===== src/rtl/initseq_pkg.sv =====
package initseq_pkg;

  // Strobes from the sequencing FSM to the datapath, one set per cycle
  typedef struct packed {
    logic failOn;     // drive the failure indicator active
    logic startIst;   // start internal self-test
    logic startBct;   // start bus confidence test
    logic branchGo;   // branch to user initialization
    logic shortFlag;  // reset was too short
  } ctrlStrobes_t;

  // Facts the datapath reports back to the FSM
  typedef struct packed {
    logic widthOk;     // low-time count met the selected minimum
    logic selfTestEn;  // self-test strap value kept at release
  } dpStatus_t;

  typedef enum logic [3:0] {
    ST_RESET     = 4'd0,
    ST_IST_START = 4'd1,
    ST_IST_WAIT  = 4'd2,
    ST_IST_PASS  = 4'd3,
    ST_BCT_START = 4'd4,
    ST_BCT_WAIT  = 4'd5,
    ST_BRANCH    = 4'd6,
    ST_RUN       = 4'd7,
    ST_HALT      = 4'd8,
    ST_SHORT     = 4'd9
  } seqState_e;

endpackage


===== src/rtl/initseq_datapath.sv =====
module initseq_datapath
  import initseq_pkg::*;
#(
  parameter int MinDiv2 = 32,
  parameter int MinDiv1 = 10000
) (
  input  logic         clk,
  input  logic         rstN,
  input  logic         clkModeStrap,
  input  logic         selfTestStrap,
  input  ctrlStrobes_t strobes,
  output dpStatus_t    status,
  output logic         failN,
  output logic         istStart,
  output logic         bctStart,
  output logic         userInitGo,
  output logic         resetTooShort
);

  localparam int LimMax = (MinDiv1 > MinDiv2) ? MinDiv1 : MinDiv2;
  localparam int CntW   = $clog2(LimMax + 1);
  localparam logic [CntW-1:0] CntCap = CntW'(LimMax);
  localparam logic [CntW-1:0] LimDiv2 = CntW'(MinDiv2);
  localparam logic [CntW-1:0] LimDiv1 = CntW'(MinDiv1);

  logic [CntW-1:0] lowCnt;
  logic            modeQ;
  logic            stestQ;
  logic [CntW-1:0] limit;

  // Low-time counter: counts edges while reset is low, saturates, clears once released
  always_ff @(posedge clk) begin
    if (rstN) begin
      lowCnt <= '0;
    end else if (lowCnt != CntCap) begin
      lowCnt <= lowCnt + 1'b1;
    end
  end

  // Straps follow the pins while reset is low and freeze at release
  always_ff @(posedge clk) begin
    if (!rstN) begin
      modeQ  <= clkModeStrap;
      stestQ <= selfTestStrap;
    end
  end

  assign limit = modeQ ? LimDiv2 : LimDiv1;

  always_comb begin
    status.widthOk    = (lowCnt >= limit);
    status.selfTestEn = stestQ;
  end

  // Registered pad-side outputs, forced to their reset values by reset
  always_ff @(posedge clk or negedge rstN) begin
    if (!rstN) begin
      failN         <= 1'b1;
      istStart      <= 1'b0;
      bctStart      <= 1'b0;
      userInitGo    <= 1'b0;
      resetTooShort <= 1'b0;
    end else begin
      failN         <= !strobes.failOn;
      istStart      <= strobes.startIst;
      bctStart      <= strobes.startBct;
      userInitGo    <= strobes.branchGo;
      resetTooShort <= strobes.shortFlag;
    end
  end

  AST_IST_PULSE: assert property (@(posedge clk) disable iff (!rstN)
    istStart |=> !istStart);
  AST_BCT_PULSE: assert property (@(posedge clk) disable iff (!rstN)
    bctStart |=> !bctStart);
  AST_USER_PULSE: assert property (@(posedge clk) disable iff (!rstN)
    userInitGo |=> !userInitGo);
  AST_USER_FAIL_CLEAR: assert property (@(posedge clk) disable iff (!rstN)
    userInitGo |-> failN);
  AST_SHORT_QUIET: assert property (@(posedge clk) disable iff (!rstN)
    resetTooShort |-> (failN && !istStart && !bctStart && !userInitGo));

endmodule


===== src/rtl/initseq_ctrl.sv =====
module initseq_ctrl
  import initseq_pkg::*;
(
  input  logic         clk,
  input  logic         rstN,
  input  dpStatus_t    status,
  input  logic         istDone,
  input  logic         istPass,
  input  logic         bctDone,
  input  logic         bctPass,
  output ctrlStrobes_t strobes
);

  seqState_e state;
  seqState_e nextState;

  always_ff @(posedge clk or negedge rstN) begin
    if (!rstN) state <= ST_RESET;
    else       state <= nextState;
  end

  always_comb begin
    nextState = state;
    strobes   = '0;
    case (state)
      ST_RESET: begin
        if (!status.widthOk)        nextState = ST_SHORT;
        else if (status.selfTestEn) nextState = ST_IST_START;
        else                        nextState = ST_BCT_START;
      end
      ST_IST_START: begin
        strobes.failOn   = 1'b1;
        strobes.startIst = 1'b1;
        nextState        = ST_IST_WAIT;
      end
      ST_IST_WAIT: begin
        strobes.failOn = 1'b1;
        if (istDone) nextState = istPass ? ST_IST_PASS : ST_HALT;
      end
      ST_IST_PASS: begin
        nextState = ST_BCT_START;
      end
      ST_BCT_START: begin
        strobes.failOn   = 1'b1;
        strobes.startBct = 1'b1;
        nextState        = ST_BCT_WAIT;
      end
      ST_BCT_WAIT: begin
        strobes.failOn = 1'b1;
        if (bctDone) nextState = bctPass ? ST_BRANCH : ST_HALT;
      end
      ST_BRANCH: begin
        strobes.branchGo = 1'b1;
        nextState        = ST_RUN;
      end
      ST_RUN: begin
        nextState = ST_RUN;
      end
      ST_HALT: begin
        strobes.failOn = 1'b1;
        nextState      = ST_HALT;
      end
      ST_SHORT: begin
        strobes.shortFlag = 1'b1;
        nextState         = ST_SHORT;
      end
      default: begin
        nextState = ST_RESET;
      end
    endcase
  end

  AST_IST_NEEDS_STRAP: assert property (@(posedge clk) disable iff (!rstN)
    (state == ST_IST_START) |-> status.selfTestEn);
  AST_HALT_STICKY: assert property (@(posedge clk) disable iff (!rstN)
    (state == ST_HALT) |=> (state == ST_HALT));
  AST_BRANCH_FROM_BCT: assert property (@(posedge clk) disable iff (!rstN)
    (state == ST_BRANCH) |-> ($past(state) == ST_BCT_WAIT));
  AST_SHORT_FROM_RESET: assert property (@(posedge clk) disable iff (!rstN)
    ((state == ST_SHORT) && ($past(state) != ST_SHORT))
      |-> (($past(state) == ST_RESET) && !$past(status.widthOk)));

endmodule


===== src/rtl/init_sequencer.sv =====
module init_sequencer
  import initseq_pkg::*;
#(
  parameter int MinDiv2 = 32,
  parameter int MinDiv1 = 10000
) (
  input  logic clk,
  input  logic rstN,
  input  logic clkModeStrap,
  input  logic selfTestStrap,
  input  logic istDone,
  input  logic istPass,
  input  logic bctDone,
  input  logic bctPass,
  output logic failN,
  output logic istStart,
  output logic bctStart,
  output logic userInitGo,
  output logic resetTooShort
);

  ctrlStrobes_t strobes;
  dpStatus_t    status;

  initseq_ctrl u_ctrl (
    .clk     (clk),
    .rstN    (rstN),
    .status  (status),
    .istDone (istDone),
    .istPass (istPass),
    .bctDone (bctDone),
    .bctPass (bctPass),
    .strobes (strobes)
  );

  initseq_datapath #(
    .MinDiv2 (MinDiv2),
    .MinDiv1 (MinDiv1)
  ) u_dp (
    .clk           (clk),
    .rstN          (rstN),
    .clkModeStrap  (clkModeStrap),
    .selfTestStrap (selfTestStrap),
    .strobes       (strobes),
    .status        (status),
    .failN         (failN),
    .istStart      (istStart),
    .bctStart      (bctStart),
    .userInitGo    (userInitGo),
    .resetTooShort (resetTooShort)
  );

endmodule


===== config.mk =====
export PLATFORM = sky130hd
export DESIGN_NAME = init_sequencer
export DESIGN_NICKNAME = d
export VERILOG_FILES = /design/src/rtl/initseq_pkg.sv /design/src/rtl/initseq_datapath.sv /design/src/rtl/initseq_ctrl.sv /design/src/rtl/init_sequencer.sv
export SDC_FILE = /design/constraint.sdc
export NUM_CORES = 1
export LEC_CHECK = 0
export BUFFER_PORTS_ARGS = -buffer_cell sky130_fd_sc_hd__buf_4
export CAP_MARGIN = 30
export CORE_MARGIN = 4
export CORE_UTILIZATION = 51
export CTS_CLUSTER_DIAMETER = 120
export DETAILED_ROUTE_END_ITERATION = 8
export GPL_TIMING_DRIVEN = 0
export PLACE_DENSITY = 0.7
export SLEW_MARGIN = 30
export SYNTH_ARGS = -nofsm -noshare
export SYNTH_HDL_FRONTEND = slang
export SYNTH_SLANG_ARGS = --single-unit

===== constraint.sdc =====
create_clock -name clk -period 6.1 [get_ports clk]
set_input_delay 0.305 -clock clk [delete_from_list [all_inputs] [get_ports clk]]
set_output_delay 0.305 -clock clk [all_outputs]
set_load 0.01 [all_outputs]

After elaboration in Yosys (flattened, before gate mapping)
Index checks and enable logic that the tools add are counted.

storage, ports and cells
  register bits after elaboration = 25
  input port bits = 8
  output and inout bits = 5
  logic and storage cells = 41

operators by class
  muxes and demuxes = 13
  order comparisons = 1
  $add $sub $neg = 1
  equal/unequal tests = 12
  reduce and logical (&&, ||, !) cells = 5

operators with widths
  cell                     number
  $pmux W4 S9              1
  $mux W4                  5
  $eq A4 B3 Y1 const B     4
  $add A14 B1 Y14 const B  1
  $ge A14 B14 Y1           1
  $mux W14                 1
  $ne A14 B14 Y1 const B   1
  $eq A4 B2 Y1 const B     2
  $eq A4 B4 Y1 const B     2
  $mux W1                  5
  $reduce_or A5 Y1         1
  $eq A4 B1 Y1 const B     1
  $logic_not A4 Y1         1
  $ne A2 B2 Y1 const B     2
  $mux W3                  1
  $reduce_and A2 Y1        1
  $reduce_or A2 Y1         1
  $logic_not A1 Y1         1

Longest topological paths before layout
  word-level depth = 4
  depth in mapped cells = 7
  depth with buffers taken out = 7

Hierarchy
A second synthesis with hierarchy kept.

unflattened totals
  cells, all modules = 157
  area total of the unflattened synthesis = 1448.9 um2

modules (own cells, without submodules)
  module            area an instance (um2)  instances  cells each  sequential area each (um2)
  initseq_datapath  1081.0                  1          109         466.7
  initseq_ctrl      367.9                   1          48          100.1

Least setup slack after synthesis
OpenSTA, ideal clock, no wires.

  kind = register -> register
  from = reg u_dp.modeQ
  to = reg u_ctrl.state[3]
  required time = 6.009 ns
  period minus slack after synthesis = 1.958 ns
  slack = 4.142 ns
  cell stages (with the launch flop) = 7
  path buffers = 0
  data arrival time = 1.867 ns
  setup time = 0.091 ns
  cell sequence = edfxtp_1 ha_1 a21oi_1 a21boi_1 o41a_1 or4_4 o221ai_1

on the way
  word-level cells in the longest chain between the ends = 4

RTL lines
  what                    line                    RTL
  from (decl)             initseq_datapath.sv:27  logic modeQ;
  from (signal assigned)  initseq_datapath.sv:43  modeQ <= clkModeStrap;
  $mux W14                initseq_datapath.sv:48  assign limit = modeQ ? LimDiv2 : LimDiv1;
  $ge A14 B14 Y1          initseq_datapath.sv:51  status.widthOk = (lowCnt >= limit);
  $mux W4                 initseq_ctrl.sv:27      if (!status.widthOk) nextState = ST_SHORT;
  $pmux W4 S9             initseq_ctrl.sv:25      case (state)
  to (signal assigned)    initseq_ctrl.sv:19      else state <= nextState;
  to (decl)               initseq_ctrl.sv:14      seqState_e state;

No other way between the ends.
A chain may end at the register's enable or synchronous reset.

Final worst setup path
Same ends and word-level chain as after synthesis.

==> impl_results.md <==
- Outcome: finished clean
- Post-synth top flop: dfxtp_1
- Sink Count: 25
- Max-slew violations: 0
- Slew headroom: 59.23%
- Period utilisation layout: 34.36%
- Max-cap violations: 0
- Avg Cell Area, Syn: 9.240 µm²
- R2R Setup Slk: around 4000 ps
- Worst-path cell chain: ha_1, a21oi_1, a21boi_1, o41a_1, or4_4, o221ai_1
- Slew at the pin with the worst max-slew slack: 602.0 ps
- Clock buffer depth: 2
- Simple-Gate Fraction of Synth Area: about a quarter
- First-pass GRT wire length: between 4000 and 5000 µm
- Fraction of the mapped netlist area in compound gates: 14.30%
- Critical Path AT: 2340 ps
- Final Util: 60.00%
- Filler cells: 232
- Post-CTS sizing: 0
- Max incr delay on CP: 500 ps
- Critical setup path kind: reg -> reg
- Synth Net Count: between 150 and 200
- Post-synth EDFFs: 2
- WHS: 148.4 ps
- Starting DRT DRC Count: 44
- Routed vias/inst: 5.605
- Final Hold Vio Count: 0
- Setup bufs post-CTS: 0
- Dpl cell area: roughly 1400 µm²
- Top Family by Delay on Critical Path: compound AO/OA/AOI/OAI gates
- Placed Cells: between 150 and 200
- Worst Skew: 8.462 ps
- Cells after synthesis: about 140
- WL final: roughly 2500 µm
- Total CTS buffers: 3
- Register area share after synthesis: about 43%
- Cell variety after synth: 39
- Final WS setup: 4004 ps
- GRT Util Overall: about 17%
- Startpoint class of the critical path: flip-flop
- # diodes: 0
- Total power: about 0.43 mW
- Clock Latency Late Sink: 320 ps
- Main combinational cell family by area after synthesis: simple AND/OR/NAND/NOR gates
- Most frequent cells in the layout: 17 x nor2_1, 14 x dfxtp_1, 12 x buf_4
- Gr ovfl total: 0
- Adder-Cell Fraction of Synth Area: between 7 and 8%
- Ys Warns: 0
- Io pins: 13
- VDD IR max: roughly 0.20 mV
- Fraction of registers with async set or reset after synthesis: 36.00%
- Worst setup startpoint: u_dp.modeQ$_DFFE_PN_
- Data required, critical path: 6350 ps
- Die Span Y: between 50 and 60 µm
- Die width: 58.90 µm
- Pre-antenna DRT Iters: 4
- Min-Delay Path Class: in -> reg
- Fmax: 0.4771 GHz
- Xor-xnor portion of the synthesized cell area: under 10%
- FP Rows: 18
- Design Area, Final: ~1500 µm²
- Pwr Density: around 290 nW/µm²
- Initial antenna violation count: 0
- Tmin final: approximately 2100 ps
- Clk root buf: clkbuf_4
- Routability Congestion: 0.9040
- Crit. End Element: flip-flop
- Starting Density: 53.33%
- Vias in the first global route: around 1000
- Core footprint: 2477 µm²
- Clock Pin Slew Worst Setup and Hold Paths: around 140 ps
- Full die area: 3469 µm²
- Setup crit end: u_ctrl.state[3]$_DFFE_PN0P_
- DRT antenna net count: 0
- Most common cell after layout, fill and taps aside: nor2_1
- Final instance count without filler cells: 190
- WP buf/inv: 0
- Leak Pwr: approximately 0.60 nW
- Vias: between 1000 and 1500
- Setup TNS: 0 ps
- Fraction of synthesized area in multiplexers: less than 1%
- Fin nets: around 180
- Largest net degree at the start of global routing: 16
- # DRC: 0
- Worst flop-to-flop path endpoint: u_ctrl.state[3]$_DFFE_PN0P_
- Worst-path cell with the longest stage delay: edfxtp_1
- Unrepaired setup endpoints after global routing: no
- Critical Path Stages: 6
- Area of the mapped netlist: about 1300 µm²
- Share of cells above drive strength 1: 13.75%
- Reg2Reg Launch Point: u_dp.modeQ$_DFFE_PN_
- Worst slack, placed: ~4000 ps
- WL per Instance: about 13 µm
- H-tree levels: 1
- Area growth, synth to finish: 12.50%
- HPWL after detailed placement: roughly 1900 µm
- Hold path start: clkModeStrap
- Reg2Reg Depth: 6
- Final setup vio count: 0
- Seq cells post-synth: 25
- IO Port Bufs: 12
- CTS tree: built
- Crit-path max FO: 5
-- final cells by class --
type	count	area, µm²	share of cell area, %
Clock inverter	1	5.005	0.3367
Sequential cell	25	566.8	38.13
Tap cell	30	37.54	2.525
Timing Repair Buffer	13	100.1	6.734
Buffer	4	15.01	1.010
Multi-Input combinational cell	106	709.4	47.73
Clock buffer	3	22.52	1.515
Inverter	8	30.03	2.020
-- cell usage after synthesis (2+ instances only) --
master,n,area (µm²)
or3_1,3,18.77
clkbuf_1,4,15.01
nand2b_1,5,31.28
nor3_1,3,15.01
nand4_1,5,31.28
nor2b_1,3,18.77
a21oi_1,8,40.04
xor2_1,8,70.07
nor2_1,17,63.81
dfxtp_1,14,280.3
and4_1,2,17.52
inv_1,8,30.03
nand2_1,10,37.54
o21ai_0,9,45.04
ha_1,8,100.1
o211ai_2,2,25.02
nand3_1,2,10.01
dfrtp_1,8,200.2
xnor2_1,3,26.28
edfxtp_1,2,60.06
-- state kept, by name, summed over array words and instances (netlist names) --
signal              cells
u_dp.failN              1
u_dp.stestQ             1
u_ctrl.state            4
u_dp.lowCnt            14
u_dp.istStart           1
u_dp.modeQ              1
u_dp.userInitGo         1
u_dp.resetTooShort      1
u_dp.bctStart           1
-- worst min path at each step --
stage / endpoint / cells past startpoint
2_1_floorplan: u_ctrl.state[0]$_DFFE_PN0P_ / 0
3_3_place_gp: u_dp.bctStart$_DFF_PN0_ / 1
3_5_place_dp: u_ctrl.state[1]$_DFFE_PN0P_ / 1
4_1_cts: u_dp.modeQ$_DFFE_PN_ / 1
5_1_grt: u_dp.modeQ$_DFFE_PN_ / 1
6_report: u_dp.modeQ$_DFFE_PN_ / 1
-- layer usage --
metal  GRT usage (%)  wire length (µm)
met5               0                 0
met4           6.796                44
met3           2.632               117
met2           26.50              1118
met1           22.68              1198
-- cell families after synthesis --
group / Yosys count
simple gates: 59
compound gates: 27
flops: 25
buf+inv: 12
xor+xnor: 11
fa+ha+maj: 8
mux: 1
-- timing repair --
| item | in CTS | in global routing |
|---|---|---|
| setup endpoints to repair | 0 | 0 |
| hold buffers | 1 | 0 |
| endpoints found under the hold margin | 8 | 0 |
-- power by group --
group / switching (mW) / internal [mW] / total [mW]
Clock: 0.0488 / 0.0246 / 0.0734
Combinational: 0.0809 / 0.0665 / 0.147
Sequential: 0.0150 / 0.192 / 0.207
Note: power is estimated with default switching activity, not from simulation.
